--- src/rtl/cbr_pkg.sv ---
`timescale 1ns/1ps
package cbr_pkg;

    // byte offsets inside the register window
    localparam logic [7:0] OFF_LOC_STATE = 8'h00;
    localparam logic [7:0] OFF_LOC_CTRL  = 8'h08;
    localparam logic [7:0] OFF_LOC_STS   = 8'h0C;
    localparam logic [7:0] OFF_ID_LO     = 8'h30;
    localparam logic [7:0] OFF_ID_HI     = 8'h34;
    localparam logic [7:0] OFF_CTRL_REQ  = 8'h40;
    localparam logic [7:0] OFF_CTRL_STS  = 8'h44;
    localparam logic [7:0] OFF_CANCEL    = 8'h48;
    localparam logic [7:0] OFF_START     = 8'h4C;
    localparam logic [7:0] OFF_CMD_SIZE  = 8'h58;
    localparam logic [7:0] OFF_CMD_ADDR  = 8'h5C;
    localparam logic [7:0] OFF_RSP_SIZE  = 8'h64;
    localparam logic [7:0] OFF_RSP_ADDR  = 8'h68;
    localparam logic [7:0] OFF_DATA      = 8'h80;

    // write codes
    localparam logic [31:0] REQ_CMD_READY   = 32'd1;
    localparam logic [31:0] REQ_GO_IDLE     = 32'd2;
    localparam logic [31:0] START_INVOKE    = 32'd1;
    localparam logic [31:0] CANCEL_INVOKE   = 32'd1;
    localparam logic [31:0] LOC_REQ_ACCESS  = 32'd1;
    localparam logic [31:0] LOC_RELINQUISH  = 32'd2;
    localparam logic [31:0] LOC_RESET_ESTAB = 32'd8;

    // bit positions
    localparam int LST_ASSIGNED = 1;
    localparam int LST_REGVALID = 7;
    localparam int LSS_GRANTED  = 0;
    localparam int LSS_SEIZED   = 1;
    localparam int CS_FATAL     = 0;
    localparam int CS_IDLE      = 1;

    // identification word fields
    localparam logic [3:0] ID_TYPE_ACTIVE = 4'd1;
    localparam logic [3:0] ID_VERSION     = 4'd1;
    localparam logic [1:0] ID_XFER_64     = 2'd3;
    localparam logic [1:0] ID_SEL_BUFFER  = 2'd1;
    localparam logic [7:0] ID_REVISION    = 8'd0;

    function automatic logic [31:0] ident_word();
        logic [31:0] w;
        w        = '0;
        w[3:0]   = ID_TYPE_ACTIVE;
        w[7:4]   = ID_VERSION;
        w[8]     = 1'b0;          // locality 0 only
        w[9]     = 1'b0;          // no idle bypass
        w[12:11] = ID_XFER_64;
        w[13]    = 1'b0;          // FIFO not supported
        w[14]    = 1'b1;          // buffer interface supported
        w[18:17] = ID_SEL_BUFFER;
        w[31:24] = ID_REVISION;
        return w;
    endfunction

    typedef struct packed {
        logic granted;
        logic seized;
        logic assigned;
        logic regvalid;
    } loc_state_t;

    typedef struct packed {
        logic idle;
        logic fatal;
        logic invoke;
        logic start_p;
        logic cancel_p;
    } cmd_state_t;

endpackage

--- src/rtl/cbr_locality.sv ---
`timescale 1ns/1ps
module cbr_locality
    import cbr_pkg::*;
(
    input  logic        clk,
    input  logic        rst_n,
    input  logic        wr_ctrl_i,
    input  logic [31:0] wdata_i,
    output logic [31:0] state_word_o,
    output logic [31:0] sts_word_o
);

    loc_state_t st_d, st_q;

    always_comb begin
        st_d = st_q;
        if (wr_ctrl_i) begin
            case (wdata_i)
                LOC_REQ_ACCESS: begin
                    st_d.granted  = 1'b1;
                    st_d.seized   = 1'b0;
                    st_d.assigned = 1'b1;
                    st_d.regvalid = 1'b1;
                end
                LOC_RELINQUISH:  ;   // single locality: nothing to give up
                LOC_RESET_ESTAB: ;   // not permitted from locality 0
                default:         ;
            endcase
        end
    end

    always_ff @(posedge clk or negedge rst_n) begin
        if (!rst_n) st_q <= '0;
        else        st_q <= st_d;
    end

    always_comb begin
        state_word_o               = '0;
        state_word_o[LST_ASSIGNED] = st_q.assigned;
        state_word_o[LST_REGVALID] = st_q.regvalid;
        sts_word_o                 = '0;
        sts_word_o[LSS_GRANTED]    = st_q.granted;
        sts_word_o[LSS_SEIZED]     = st_q.seized;
    end

    p_grant_r5: assert property (@(posedge clk) disable iff (!rst_n)
        (wr_ctrl_i && wdata_i == LOC_REQ_ACCESS) |=>
        (st_q.granted && !st_q.seized && st_q.assigned && st_q.regvalid));

    p_other_codes_r6: assert property (@(posedge clk) disable iff (!rst_n)
        (wr_ctrl_i && wdata_i != LOC_REQ_ACCESS) |=> $stable(st_q));

endmodule

--- src/rtl/cbr_cmd_ctrl.sv ---
`timescale 1ns/1ps
module cbr_cmd_ctrl
    import cbr_pkg::*;
(
    input  logic        clk,
    input  logic        rst_n,
    input  logic        wr_req_i,
    input  logic        wr_cancel_i,
    input  logic        wr_start_i,
    input  logic [31:0] wdata_i,
    input  logic        done_i,
    input  logic        err_i,
    output logic [31:0] sts_word_o,
    output logic [31:0] start_word_o,
    output logic        start_o,
    output logic        cancel_o
);

    localparam cmd_state_t CMD_RESET = '{idle: 1'b1, fatal: 1'b0, invoke: 1'b0,
                                         start_p: 1'b0, cancel_p: 1'b0};

    cmd_state_t st_d, st_q;
    logic       accept_start;
    logic       accept_cancel;

    always_comb begin
        st_d          = st_q;
        accept_start  = wr_start_i  && (wdata_i == START_INVOKE)  && !st_q.invoke;
        accept_cancel = wr_cancel_i && (wdata_i == CANCEL_INVOKE) &&  st_q.invoke;

        if (wr_req_i) begin
            case (wdata_i)
                REQ_CMD_READY: st_d.idle = 1'b0;
                REQ_GO_IDLE:   st_d.idle = 1'b1;
                default:       ;
            endcase
        end

        if (done_i) begin
            st_d.invoke = 1'b0;
            if (err_i) st_d.fatal = 1'b1;
        end
        if (accept_start) st_d.invoke = 1'b1;

        st_d.start_p  = accept_start;
        st_d.cancel_p = accept_cancel;
    end

    always_ff @(posedge clk or negedge rst_n) begin
        if (!rst_n) st_q <= CMD_RESET;
        else        st_q <= st_d;
    end

    always_comb begin
        sts_word_o           = '0;
        sts_word_o[CS_FATAL] = st_q.fatal;
        sts_word_o[CS_IDLE]  = st_q.idle;
        start_word_o         = '0;
        start_word_o[0]      = st_q.invoke;
    end

    assign start_o  = st_q.start_p;
    assign cancel_o = st_q.cancel_p;

    p_ready_clears_idle_r1: assert property (@(posedge clk) disable iff (!rst_n)
        (wr_req_i && wdata_i == REQ_CMD_READY) |=> !st_q.idle);

    p_goidle_sets_idle_r1: assert property (@(posedge clk) disable iff (!rst_n)
        (wr_req_i && wdata_i == REQ_GO_IDLE) |=> st_q.idle);

    p_start_one_cycle_r2: assert property (@(posedge clk) disable iff (!rst_n)
        start_o |=> !start_o);

    p_start_marks_busy_r2: assert property (@(posedge clk) disable iff (!rst_n)
        start_o |-> st_q.invoke);

    p_cancel_inflight_r3: assert property (@(posedge clk) disable iff (!rst_n)
        cancel_o |-> $past(st_q.invoke));

    p_done_clears_r4: assert property (@(posedge clk) disable iff (!rst_n)
        (done_i && st_q.invoke) |=> !st_q.invoke);

    p_fatal_sticky_r4: assert property (@(posedge clk) disable iff (!rst_n)
        st_q.fatal |=> st_q.fatal);

endmodule

--- src/rtl/cbr_read_mux.sv ---
`timescale 1ns/1ps
module cbr_read_mux
    import cbr_pkg::*;
#(
    parameter int          ADDR_W     = 12,
    parameter logic [31:0] ID_LO_WORD = 32'h0,
    parameter logic [31:0] ID_HI_WORD = 32'h0,
    parameter logic [31:0] BUF_SIZE   = 32'h0,
    parameter logic [31:0] BUF_ADDR   = 32'h0
) (
    input  logic [ADDR_W-1:0] addr_i,
    input  logic              rd_en_i,
    input  logic [31:0]       loc_state_i,
    input  logic [31:0]       loc_sts_i,
    input  logic [31:0]       ctrl_sts_i,
    input  logic [31:0]       start_word_i,
    output logic [31:0]       rdata_o
);

    localparam int WA = ADDR_W - 2;

    logic [WA-1:0] idx;
    logic [1:0]    lane;
    logic [31:0]   word;

    assign idx  = addr_i[ADDR_W-1:2];
    assign lane = addr_i[1:0];

    always_comb begin
        word = '0;
        case (idx)
            WA'(OFF_LOC_STATE >> 2): word = loc_state_i;
            WA'(OFF_LOC_STS   >> 2): word = loc_sts_i;
            WA'(OFF_ID_LO     >> 2): word = ID_LO_WORD;
            WA'(OFF_ID_HI     >> 2): word = ID_HI_WORD;
            WA'(OFF_CTRL_STS  >> 2): word = ctrl_sts_i;
            WA'(OFF_START     >> 2): word = start_word_i;
            WA'(OFF_CMD_SIZE  >> 2): word = BUF_SIZE;
            WA'(OFF_CMD_ADDR  >> 2): word = BUF_ADDR;
            WA'(OFF_RSP_SIZE  >> 2): word = BUF_SIZE;
            WA'(OFF_RSP_ADDR  >> 2): word = BUF_ADDR;
            default:                 word = '0;
        endcase
        rdata_o = rd_en_i ? (word >> {lane, 3'b000}) : '0;
    end

endmodule

--- src/rtl/cbr_regs.sv ---
`timescale 1ns/1ps
module cbr_regs
    import cbr_pkg::*;
#(
    parameter int          ADDR_W     = 12,
    parameter logic [31:0] BASE_ADDR  = 32'h4000_0000,
    parameter logic [31:0] ID_HI_WORD = 32'h0
) (
    input  logic              clk,
    input  logic              rst_n,
    input  logic              bus_valid,
    input  logic              bus_write,
    input  logic [ADDR_W-1:0] bus_addr,
    input  logic [31:0]       bus_wdata,
    output logic [31:0]       bus_rdata,
    output logic              cmd_start_o,
    output logic              cmd_cancel_o,
    input  logic              cmd_done_i,
    input  logic              cmd_err_i
);

    localparam int          WA         = ADDR_W - 2;
    localparam logic [31:0] WINDOW     = 32'(1) << ADDR_W;
    localparam logic [31:0] BUF_SIZE   = WINDOW - 32'(OFF_DATA);
    localparam logic [31:0] BUF_ADDR   = BASE_ADDR + 32'(OFF_DATA);
    localparam logic [31:0] ID_LO_WORD = ident_word();

    logic [WA-1:0] widx;
    logic          wr_en;
    logic          rd_en;
    logic          wr_loc_ctrl;
    logic          wr_req;
    logic          wr_cancel;
    logic          wr_start;
    logic [31:0]   loc_state_w;
    logic [31:0]   loc_sts_w;
    logic [31:0]   ctrl_sts_w;
    logic [31:0]   start_w;

    assign widx  = bus_addr[ADDR_W-1:2];
    assign wr_en = bus_valid &  bus_write;
    assign rd_en = bus_valid & ~bus_write;

    assign wr_loc_ctrl = wr_en && (widx == WA'(OFF_LOC_CTRL >> 2));
    assign wr_req      = wr_en && (widx == WA'(OFF_CTRL_REQ >> 2));
    assign wr_cancel   = wr_en && (widx == WA'(OFF_CANCEL   >> 2));
    assign wr_start    = wr_en && (widx == WA'(OFF_START    >> 2));

    cbr_locality u_loc (
        .clk          (clk),
        .rst_n        (rst_n),
        .wr_ctrl_i    (wr_loc_ctrl),
        .wdata_i      (bus_wdata),
        .state_word_o (loc_state_w),
        .sts_word_o   (loc_sts_w)
    );

    cbr_cmd_ctrl u_cmd (
        .clk          (clk),
        .rst_n        (rst_n),
        .wr_req_i     (wr_req),
        .wr_cancel_i  (wr_cancel),
        .wr_start_i   (wr_start),
        .wdata_i      (bus_wdata),
        .done_i       (cmd_done_i),
        .err_i        (cmd_err_i),
        .sts_word_o   (ctrl_sts_w),
        .start_word_o (start_w),
        .start_o      (cmd_start_o),
        .cancel_o     (cmd_cancel_o)
    );

    cbr_read_mux #(
        .ADDR_W     (ADDR_W),
        .ID_LO_WORD (ID_LO_WORD),
        .ID_HI_WORD (ID_HI_WORD),
        .BUF_SIZE   (BUF_SIZE),
        .BUF_ADDR   (BUF_ADDR)
    ) u_rd (
        .addr_i       (bus_addr),
        .rd_en_i      (rd_en),
        .loc_state_i  (loc_state_w),
        .loc_sts_i    (loc_sts_w),
        .ctrl_sts_i   (ctrl_sts_w),
        .start_word_i (start_w),
        .rdata_o      (bus_rdata)
    );

    p_pulses_exclusive_r3: assert property (@(posedge clk) disable iff (!rst_n)
        !(cmd_start_o && cmd_cancel_o));

endmodule

--- config.mk ---
export PLATFORM = sky130hd
export DESIGN_NAME = cbr_regs
export DESIGN_NICKNAME = d
export VERILOG_FILES = /design/src/rtl/cbr_pkg.sv /design/src/rtl/cbr_locality.sv /design/src/rtl/cbr_cmd_ctrl.sv /design/src/rtl/cbr_read_mux.sv /design/src/rtl/cbr_regs.sv
export SDC_FILE = /design/constraint.sdc
export NUM_CORES = 1
export LEC_CHECK = 0
export ABC_CLOCK_PERIOD_IN_PS = 4000
export BUFFER_PORTS_ARGS = -buffer_cell sky130_fd_sc_hd__buf_2
export CAP_MARGIN = 20
export CORE_MARGIN = 3
export CORE_UTILIZATION = 41
export CTS_CLUSTER_DIAMETER = 60
export DETAILED_ROUTE_END_ITERATION = 8
export GPL_ROUTABILITY_DRIVEN = 0
export PLACE_DENSITY = 0.84
export SETUP_SLACK_MARGIN = 0.2
export SKIP_LAST_GASP = 1
export SYNTH_ARGS = -nofsm -noshare
export SYNTH_HDL_FRONTEND = slang
export SYNTH_SLANG_ARGS = --single-unit
--- constraint.sdc ---
create_clock -name clk -period 4 [get_ports clk]
set_clock_uncertainty 0.2 [all_clocks]
set_input_delay 0.6 -clock clk [delete_from_list [all_inputs] [get_ports clk]]
set_output_delay 0.6 -clock clk [all_outputs]
set_load 0.02 [all_outputs]
=== Word-level counts from Yosys, hierarchy flattened ===
Index checks and enable logic that the tools add are counted.

* Eq/ne operators: 13
* Shifts and indexed selects: 1
* Multiplexer cells: 5
* Bitwise gates (word level): 3
* Reduce and logical (&&, ||, !) cells: 17

{| class="wikitable"
|+ Operator list
! kind !! count
|-
| 31-bit case mux with 7 select lines || 1
|-
| 10-bit by 5-bit == test with 1-bit output (second input constant) || 8
|-
| 32-bit by 1-bit == test with 1-bit output (second input constant) || 1
|-
| 32-bit by 2-bit == test with 1-bit output (second input constant) || 1
|-
| 32-bit two-way mux || 1
|-
| 31-bit by 5-bit right shift with 32-bit output || 1
|-
| 10-bit by 2-bit == test with 1-bit output (second input constant) || 2
|-
| 10-bit by 4-bit == test with 1-bit output (second input constant) || 1
|-
| 10-bit zero test || 1
|-
| 1-bit logical AND || 8
|-
| 2-bit AND reduction || 3
|-
| 2-bit nonzero test || 2
|-
| 2-bit OR reduction || 2
|-
| 1-bit AND || 2
|-
| 1-bit two-way mux || 2
|-
| 1-bit case mux with 2 select lines || 1
|-
| 1-bit zero test || 1
|-
| 1-bit NOT || 1
|}

* Input bits: 50
* Logic and storage cells: 45
* Register bits after elaboration: 6
* Output and inout bits: 34

=== Logic depth before layout (Yosys ltp) ===
Gate-level depths: netlist of the first run.

* Depth after elaboration: 5
* Mapped depth: 6
* Depth with buffers taken out: 4

=== Hierarchy ===
Synthesis of the first run repeated with hierarchy kept, for this count alone.

* Cells, all modules: 453
* Area total of the unflattened synthesis: 3,278.1 µm²

{| class="wikitable"
|+ By module, submodules not included
! module !! area each (µm²) !! times used !! cells each !! sequential area each (µm²)
|-
| cbr_read_mux || 1,851.8 || 1 || 274 || 0.0
|-
| cbr_cmd_ctrl || 730.7 || 1 || 89 || 126.4
|-
| cbr_locality || 601.8 || 1 || 78 || 25.0
|-
| cbr_regs || 93.8 || 1 || 12 || 0.0
|}

=== Worst setup path after synthesis of the first run ===
Ideal clock, no wire load.

* Path kind: input-to-output
* Start: input port bus_addr[9]
* End: output port bus_rdata[10]
* Data arrival time: 2.044 ns
* Stages on the path: 5
* Path slack: 1.156 ns
* Path through: or4_4 -> nor3_2 -> o21ai_1 -> nor2_1 -> buf_4

* Word-level cells in the longest chain between the ends: 5
* Elaborated cells between the ends (all ways): 14
* Classes of those cells: eq/ne: 8; shift: 1; mux: 2; reduce/logical: 3

{| class="wikitable"
|+ Ends and longest elaborated chain
! element !! RTL line !! source
|-
| from (decl) || cbr_regs.sv:13 || <nowiki>input logic [ADDR_W-1:0] bus_addr,</nowiki>
|-
| 10-bit by 5-bit == test with 1-bit output || cbr_read_mux.sv:31 || <nowiki>case (idx)</nowiki>
|-
| 2-bit OR reduction (no source line) || n/a ||
|-
| 31-bit case mux with 7 select lines * || cbr_read_mux.sv:31 ||
|-
| 31-bit by 5-bit right shift with 32-bit output * || cbr_read_mux.sv:44 || <nowiki>rdata_o = rd_en_i ? (word >> {lane, 3'b000}) : '0;</nowiki>
|-
| 32-bit two-way mux * || cbr_read_mux.sv:44 ||
|-
| to (decl) || cbr_regs.sv:15 || <nowiki>output logic [31:0] bus_rdata,</nowiki>
|}

Mark *: on every way between the ends. The rest lies on a longest branch, timed or not.

=== Final worst setup path of the first run ===
* Start: input port bus_addr[9]
* End: output port bus_rdata[1]

Same word-level chain as after synthesis.

==> flow_summary.json, run 1 <==
{
  "ant_nets": 0,
  "ys_async_sr_fraction_pct": 100,
  "cts-buffers-inserted": 3,
  "cts_tree": "yes",
  "syn_to_final_growth_pct": 29.4,
  "dpl.cell_count": 202,
  "path_class": "in -> out",
  "nets": 231,
  "grt_pass1_wl_um": 4240,
  "grt_max_degree": 12,
  "period_minus_slack_ns": 2.93,
  "clk_pin_slew_ns": 0.04,
  "slew_headroom_pct": 64.0,
  "fmax_ghz": 0.341,
  "critPathMaxFanout": 8,
  "antenna_found_initial": 0,
  "via_per_inst": 5.48,
  "ios": 84,
  "ys_warn_count": 0,
  "tightest_slew_ns": 0.536,
  "finalHoldViolCount": 0,
  "ctsHoldBuffers": 1,
  "fin_setup_tns_ns": 0,
  "required_ns": 3.20,
  "rsz0062_at_grt": "no",
  "vdd_drop_max_mv": 0.172,
  "final_cells": 207,
  "final-setup-viol-count": 0,
  "clk_latency_ns": 0.24,
  "cts_sinks": 6,
  "grt_pass1_vias": 1055,
  "wl_met3_um": 310,
  "period_share_pct": 73.2,
  "syn-cell-area_um2": 971,
  "drtIter0Drc": 28,
  "cts_max_level": 1,
  "wl_per_cell_um": 13.4,
  "critPathLaunchType": "input pin",
  "ys_ff_latch": 6,
  "synth_cell_type_count": 47,
  "avgSynthCellArea_um2": 8.44,
  "cp-end-kind": "output pin",
  "ys.flop_type": "dfrtp_1",
  "start_util_pct": 46.2,
  "core_area_um2": 2100,
  "status": "finished, final reports clean",
  "io_buffers": 67,
  "synth_edf_count": 0,
  "hpwl_um": 2240,
  "cts_root_buf": "clkbuf_4",
  "cap_viol_max_count": 0,
  "p_leak_nw": 0.665,
  "met1_length_um": 1090,
  "rows": 16,
  "clockBufferDepth": 2,
  "track_usage_pct": 19.0,
  "ctsResizeCount": 0,
  "hold-worst-slack_ns": 0.314,
  "crit_arrival_ns": 2.13,
  "ys_seq_area_share_pct": 15.6,
  "first_pass_iters": 4,
  "grt_overflow": 0,
  "fp.dieH_um": 54.7,
  "top_layer": "met4",
  "vias": 1135,
  "drc": 0,
  "drive_gt1_share_pct": 47.8,
  "diodes": 0,
  "dieWidth_um": 54.7,
  "wl_met2_um": 1360,
  "power_density_nw_per_um2": 152,
  "routed_wl_um": 2780,
  "hold_class": "reg -> reg",
  "drv_slew": 0,
  "post_cts_buffers": 0,
  "synthCells": 115,
  "dieArea_um2": 2990
}
## path summary, 6_finish.rpt
check	startpoint	slack, ns	endpoint	depth (start not counted)
setup / recovery	bus_addr[9]	1.07	bus_rdata[1]	6
hold / removal	u_loc.sts_word_o[0]	0.31	u_loc.sts_word_o[0]	1
setup reg to reg	u_cmd.start_word_o[0]	2.77	u_cmd.start_word_o[0]	2
hold reg to reg	u_loc.sts_word_o[0]	0.31	u_loc.sts_word_o[0]	1
max in group asynchronous	rst_n	2.84	u_cmd.sts_word_o[1]	2
min in group asynchronous	rst_n	0.54	u_cmd.cancel_o	2
## metal layers
layer	track usage [%]	vias up
li1	-	536
met1	22.7	516
met2	35.0	81
met3	1.91	2
met4	5.39	0
met5	0	-
## cells by family (layout without fill, tap and decap cells)
kind of cell	count (synthesis)	after routing	share of synthesized area, %
AOI/OAI and AO/OA	21	21	17.1
xor gates and xnor gates	1	1	0.902
buffers and inverters	28	78	20.5
other	1	16	0.386
muxes	2	2	2.32
DFF	6	6	15.6
and+or+nand+nor	56	56	43.2
## worst max-delay path: stages
cell and delay, ns:
buf_2 0.12, or4_4 0.57, nor3_2 0.17, o21ai_1 0.23, o22ai_1 0.24, buf_2 0.20
## sequential cells by signal, summed over array words and instances, names as in the netlist
register,flops
u_cmd.cancel_o,1
u_cmd.start_o,1
u_cmd.start_word_o,1
u_cmd.sts_word_o,2
u_loc.sts_word_o,1
## power by group
group	leakage [nW]	internal, mW	total [mW]	switching, mW
combinational	0.575	0.0281	0.0699	0.0418
sequential	0.0752	0.0609	0.0609	0.0000000174
clock	0.0150	0.0378	0.0601	0.0223
total	0.665	0.127	0.191	0.0642
## synthesized netlist by cell type, drive strengths merged (2+ instances only)
master | instances | area share, %
nor2 | 9 | 3.5
and3 | 4 | 2.6
o22ai | 4 | 2.6
nand4 | 2 | 1.9
nor3b | 3 | 2.3
dfrtp | 5 | 13
o311ai | 3 | 3.5
nand2 | 6 | 2.3
a41o | 2 | 2.1
a21o | 2 | 1.5
and4bb | 2 | 2.6
nor2b | 4 | 2.6
or4 | 2 | 2.3
inv | 6 | 2.3
a21oi | 2 | 1.0
nor4bb | 3 | 3.1
nor3 | 5 | 5.3
a32oi | 2 | 1.8
mux2 | 2 | 2.3
nor4 | 8 | 7.3
buf | 22 | 18
## placed cells by master (no fill, tap or decap), types with 2 or more instances in the layout
master    netlist  routed
nor4bb_1        3       3
nor4_1          6       6
a21o_1          2       2
conb_1          1      16
dfrtp_1         5       5
nand2_1         6       6
inv_1           6       6
a21oi_1         2       2
clkbuf_4        0       3
a32oi_1         2       2
mux2_2          2       2
o22ai_1         4       4
buf_2           0      67
or4_4           2       2
nor3_2          3       3
and3_1          4       4
a41o_1          2       2
nor3b_1         3       3
nor2b_1         4       4
nor2_1          9       9
## cell type report
cell class	instances	area (um2)
inverters	6	22.5
flip-flops and latches	6	151
multi-input cells	96	677
fillers	183	846
clock buffers	4	26.3
well taps	27	33.8
repair buffers	68	345
## per-stage QoR
stage / power (mW) / instance area [um2] / util (%) / setup WS, ns
after global routing: 0.205 / 1260 / 59.8 / 0.950
after global placement: 0.127 / 1220 / 58.0 / 1.14
after floorplan: 0.111 / 1030 / - / 1.16
after CTS: 0.192 / 1260 / 59.8 / 1.09
final: 0.191 / 1260 / 59.8 / 1.07
after detailed placement: 0.129 / 1220 / 58.0 / 1.09
No activity file was read; power rests on OpenSTA's default activity.
==> inputs of run 2 (changes only) <==
Settings changed: ABC_CLOCK_PERIOD_IN_PS 4000 to 3050, CORE_UTILIZATION 41 to 38, PLACE_DENSITY 0.84 to 0.78.
Clock period 4 ns to 3.05 ns, I/O delays scaled along.
==> flow_summary.json, run 2 (synthesized netlist as in run 1, its figures left out) <==
{
  "status": "finished, final reports clean",
  "vdd_drop_max_mv": 0.158,
  "fin_setup_tns_ns": 0,
  "fp.dieH_um": 56.5,
  "dieArea_um2": 3200,
  "required_ns": 2.39,
  "critPathLaunchType": "input pin",
  "post_cts_buffers": 0,
  "drv_slew": 0,
  "critPathMaxFanout": 4,
  "cts_sinks": 6,
  "antenna_found_initial": 0,
  "final_common_cell": "buf_2",
  "clockBufferDepth": 2,
  "path_cells": "buf_2 -> nor4_4 -> o2111ai_1 -> mux2_2 -> and4bb_1 -> buf_2",
  "p_total_mw": 0.256,
  "hold-worst-slack_ns": 0.201,
  "largest_reg_flops": 2,
  "worst_path_most_repeated_cell": "buf_2",
  "final_cell_mix": "buf_2 (67), conb_1 (16), nor2_1 (9)",
  "start_util_pct": 41.9,
  "path_delay_family": "simple AND/OR/NAND/NOR gates",
  "cpMaxStageDelayCell": "nor4_4",
  "via_per_inst": 5.33,
  "utilization_pct": 54.2,
  "grt_pass1_wl_um": 4530,
  "first_pass_iters": 4,
  "cts_max_level": 1,
  "slew_headroom_pct": 63.1,
  "ant_nets": 0,
  "cts_root_buf": "clkbuf_4",
  "rows": 17,
  "rsz0062_at_grt": "no",
  "grt_overflow": 0,
  "crit_arrival_ns": 2.00,
  "core_area_um2": 2320,
  "grt_max_degree": 12,
  "cap_viol_max_count": 0,
  "hold_class": "in -> reg",
  "io_buffers": 67,
  "max_stage_delay_ns": 0.37,
  "period_share_pct": 87.1,
  "routed_wl_um": 2740,
  "finalHoldViolCount": 0,
  "grt_pass1_vias": 1042,
  "track_usage_pct": 17.3,
  "n_fill_cell": 218,
  "diodes": 0,
  "clk_latency_ns": 0.25,
  "final-setup-viol-count": 0,
  "cts_tree": "yes",
  "clk_pin_slew_ns": 0.06,
  "p_leak_nw": 0.665,
  "period_minus_slack_ns": 2.66,
  "dieWidth_um": 56.5,
  "hpwl_um": 2330,
  "multi_input_area_um2": 677,
  "drtIter0Drc": 26,
  "nets": 231,
  "cp-end-kind": "output pin",
  "vias": 1108,
  "fmax_ghz": 0.377,
  "tightest_slew_ns": 0.550,
  "syn_to_final_growth_pct": 29.5,
  "cts-buffers-inserted": 3,
  "wl_per_cell_um": 13.2,
  "drive_gt1_share_pct": 47.8,
  "power_density_nw_per_um2": 203,
  "ios": 84,
  "drc": 0,
  "crit_buf_inv": 2,
  "final-seq-area_um2": 151,
  "path_class": "in -> out"
}
[run 2: cell counts in the layout (fill, tap and decap cells not counted)]
Identical to the previous run, type by type.
[run 2: worst reg2reg max path: cells and delay by family, from the launching register on]
| kind | cells | cell delay [ns] |
|---|---|---|
| AO/OA/AOI/OAI | 1 | 0.14 |
| AND/OR/NAND/NOR | 1 | 0.39 |
| flip-flops | 1 | 0.42 |
[run 2: routing by layer]
metal	track usage, %	wire [um]	vias to the layer above
met2	29.7	1370	61
met3	5.06	273	6
met4	4.75	38	0
met1	20.9	1060	505
met5	0	0	-
li1	-	-	536
[run 2: path summary, 6_finish.rpt]
kind	cells past startpoint	from	slack, ns	end
max	6	bus_addr[9]	0.39	bus_rdata[6]
min	2	cmd_err_i	0.20	u_cmd.sts_word_o[0]
max reg2reg	2	u_cmd.start_word_o[0]	1.81	u_cmd.start_word_o[0]
min reg2reg	1	u_cmd.sts_word_o[0]	0.26	u_cmd.sts_word_o[0]
max in group asynchronous	2	rst_n	2.07	u_cmd.sts_word_o[1]
min in group asynchronous	2	rst_n	0.34	u_cmd.start_o
[run 2: cell type report]
| class | instances | area share, % |
|---|---|---|
| repair buffers | 68 | 27.5 |
| multi-input cells | 96 | 53.8 |
| flip-flops and latches | 6 | 12.0 |
| well taps | 28 | 2.79 |
| inverters | 6 | 1.79 |
| clock buffers | 4 | 2.09 |
[run 2: stage by stage]
stage | setup WS (ns) | area [um2] | cells
floorplan | 0.491 | 1030 | 130
global placement | 0.446 | 1220 | 203
detailed placement | 0.435 | 1220 | 203
CTS | 0.426 | 1260 | 208
global route | 0.285 | 1260 | 208
finish | 0.394 | 1260 | 208
[run 2: what timing repair did]
action,in CTS,in global routing
endpoints found under the setup margin,0,0
resized for setup,0,0
hold buffers,1,0
endpoints found under the hold margin,5,0
[run 2: report_power, final]
part	total, mW	internal [mW]	leakage, nW	switching, mW
Clock	0.0853	0.0500	0.0150	0.0353
Sequential	0.0798	0.0798	0.0752	0.0000000122
Combinational	0.0906	0.0368	0.575	0.0538
==> inputs of run 3 (changes only) <==
Settings changed: BUFFER_PORTS_ARGS -buffer_cell sky130_fd_sc_hd__buf_2 to -buffer_cell sky130_fd_sc_hd__buf_4, CTS_CLUSTER_SIZE from default to 16, GPL_TIMING_DRIVEN from default to 0.
==> flow_summary.json, run 3 (synthesized netlist as in run 1, its figures left out) <==
{
  "status": "finished, final reports clean",
  "largest_reg_flops": 2,
  "power_density_nw_per_um2": 185,
  "final_cells": 227,
  "crit_arrival_ns": 2.00,
  "hpwl_um": 2520,
  "routed_wl_um": 2900,
  "required_ns": 2.39,
  "dieArea_um2": 3200,
  "ctsHoldBuffers": 1,
  "cap_viol_max_count": 0,
  "via_per_inst": 5.10,
  "final_cell_mix": "buf_4 (83), conb_1 (16), nor2_1 (9)",
  "pwr-share-clk_pct": 29.2,
  "hold_class": "in -> reg",
  "period_minus_slack_ns": 2.66,
  "switching_share_pct": 31.6,
  "p_int_mw": 0.200,
  "drtIter0Drc": 18,
  "seqPwrFrac_pct": 27.3,
  "track_usage_pct": 18.6,
  "drv_slew": 0,
  "post_cts_buffers": 0,
  "cts-buffers-inserted": 3,
  "critPathLaunchType": "input pin",
  "antenna_found_initial": 0,
  "diodes": 0,
  "cts_max_level": 1,
  "tightest_slew_ns": 0.537,
  "grt_pass1_vias": 1129,
  "dieWidth_um": 56.5,
  "worst_path_most_repeated_cell": "buf_4",
  "multi_input_area_um2": 677,
  "cp-end-kind": "output pin",
  "fmax_ghz": 0.376,
  "final-setup-viol-count": 0,
  "n_fill_cell": 207,
  "max_stage_delay_ns": 0.37,
  "hold-worst-slack_ns": 0.192,
  "slew_headroom_pct": 64.0,
  "rsz0062_at_grt": "no",
  "vias": 1158,
  "cts_root_buf": "clkbuf_4",
  "combPwrFrac_pct": 43.6,
  "grt_overflow": 0,
  "clk_pin_slew_ns": 0.06,
  "critPathMaxFanout": 4,
  "finalHoldViolCount": 0,
  "wl_met2_um": 1540,
  "final-seq-area_um2": 151,
  "fp.dieH_um": 56.5,
  "top_layer": "met3",
  "clk_latency_ns": 0.26,
  "wl_per_cell_um": 12.8,
  "utilization_pct": 68.1,
  "period_share_pct": 87.2,
  "io_buffers": 64,
  "drc": 0,
  "final_common_cell": "buf_4",
  "drive_gt1_share_pct": 52.8,
  "vdd_drop_max_mv": 0.181,
  "core_area_um2": 2320,
  "syn_to_final_growth_pct": 62.6,
  "p_leak_nw": 0.812,
  "path_cells": "buf_4 -> nor4_4 -> o2111ai_1 -> mux2_2 -> and4bb_1 -> buf_4",
  "ios": 84,
  "met1_length_um": 1120,
  "path_class": "in -> out",
  "grt_pass1_wl_um": 4840,
  "first_pass_iters": 4,
  "ctsResizeCount": 0,
  "rows": 17,
  "wl_met3_um": 240,
  "cts_tree": "yes",
  "ant_nets": 0,
  "clockBufferDepth": 2,
  "fin_setup_tns_ns": 0,
  "nets": 250,
  "start_util_pct": 41.9,
  "grt_max_degree": 11,
  "dpl.cell_count": 222,
  "netSwitchingPower_mw": 0.0926,
  "cpMaxStageDelayCell": "nor4_4",
  "cts_sinks": 6
}
-- run 3: changes by cell type in the layout (fill, tap and decap cells not counted) --
| cell | before | now |
|---|---|---|
| buf_6 | 0 | 3 |
| buf_4 | 0 | 83 |
| buf_2 | 67 | 0 |
-- run 3: worst max-delay path, delay by kind of cell --
kind	cells	cell delay, ns
compound gates	1	0.29
mux	1	0.35
buf+inv	2	0.26
simple gates	2	0.64
-- run 3: layout make-up --
class	count	share of cell area, %
plain buffers	22	11.2
clock buffers	4	1.66
inverters	6	1.43
multi-input cells	96	42.9
flip-flops and latches	6	9.59
well taps	28	2.22
repair buffers	65	31.1
-- run 3: per-layer routing --
metal	track usage, %	up-vias
met5	0	-
met4	4.41	0
met3	4.37	0
met2	34.7	50
met1	20.8	531
li1	-	577
-- run 3: path summary, 6_finish.rpt --
check                                        end                  start  slack, ns  depth (start not counted)
min reg2reg                  u_cmd.sts_word_o[0]    u_cmd.sts_word_o[0]       0.26                          1
min in group asynchronous  u_cmd.start_word_o[0]                  rst_n       0.34                          2
max                                 bus_rdata[6]            bus_addr[9]       0.39                          6
max reg2reg                u_cmd.start_word_o[0]  u_cmd.start_word_o[0]       1.86                          2
max in group asynchronous    u_cmd.sts_word_o[1]                  rst_n       2.10                          2
min                        u_cmd.start_word_o[0]             cmd_done_i       0.19                          2
-- run 3: power groups by stage --
stage / Clock [mW] / Sequential (mW) / Combinational, mW
floorplan: 0 / 0.0811 / 0.0649
global placement: 0 / 0.0811 / 0.123
detailed placement: 0 / 0.0811 / 0.125
CTS: 0.0900 / 0.0797 / 0.126
global route: 0.0939 / 0.0797 / 0.138
finish: 0.0855 / 0.0798 / 0.127
-- run 3: stage by stage --
step           area, um2  power, mW  setup slack, ns
2_1_floorplan       1030      0.146            0.491
3_3_place_gp        1540      0.204            0.419
3_5_place_dp        1540      0.206            0.407
4_1_cts             1580      0.296            0.391
5_1_grt             1580      0.312            0.290
6_report            1580      0.293            0.390
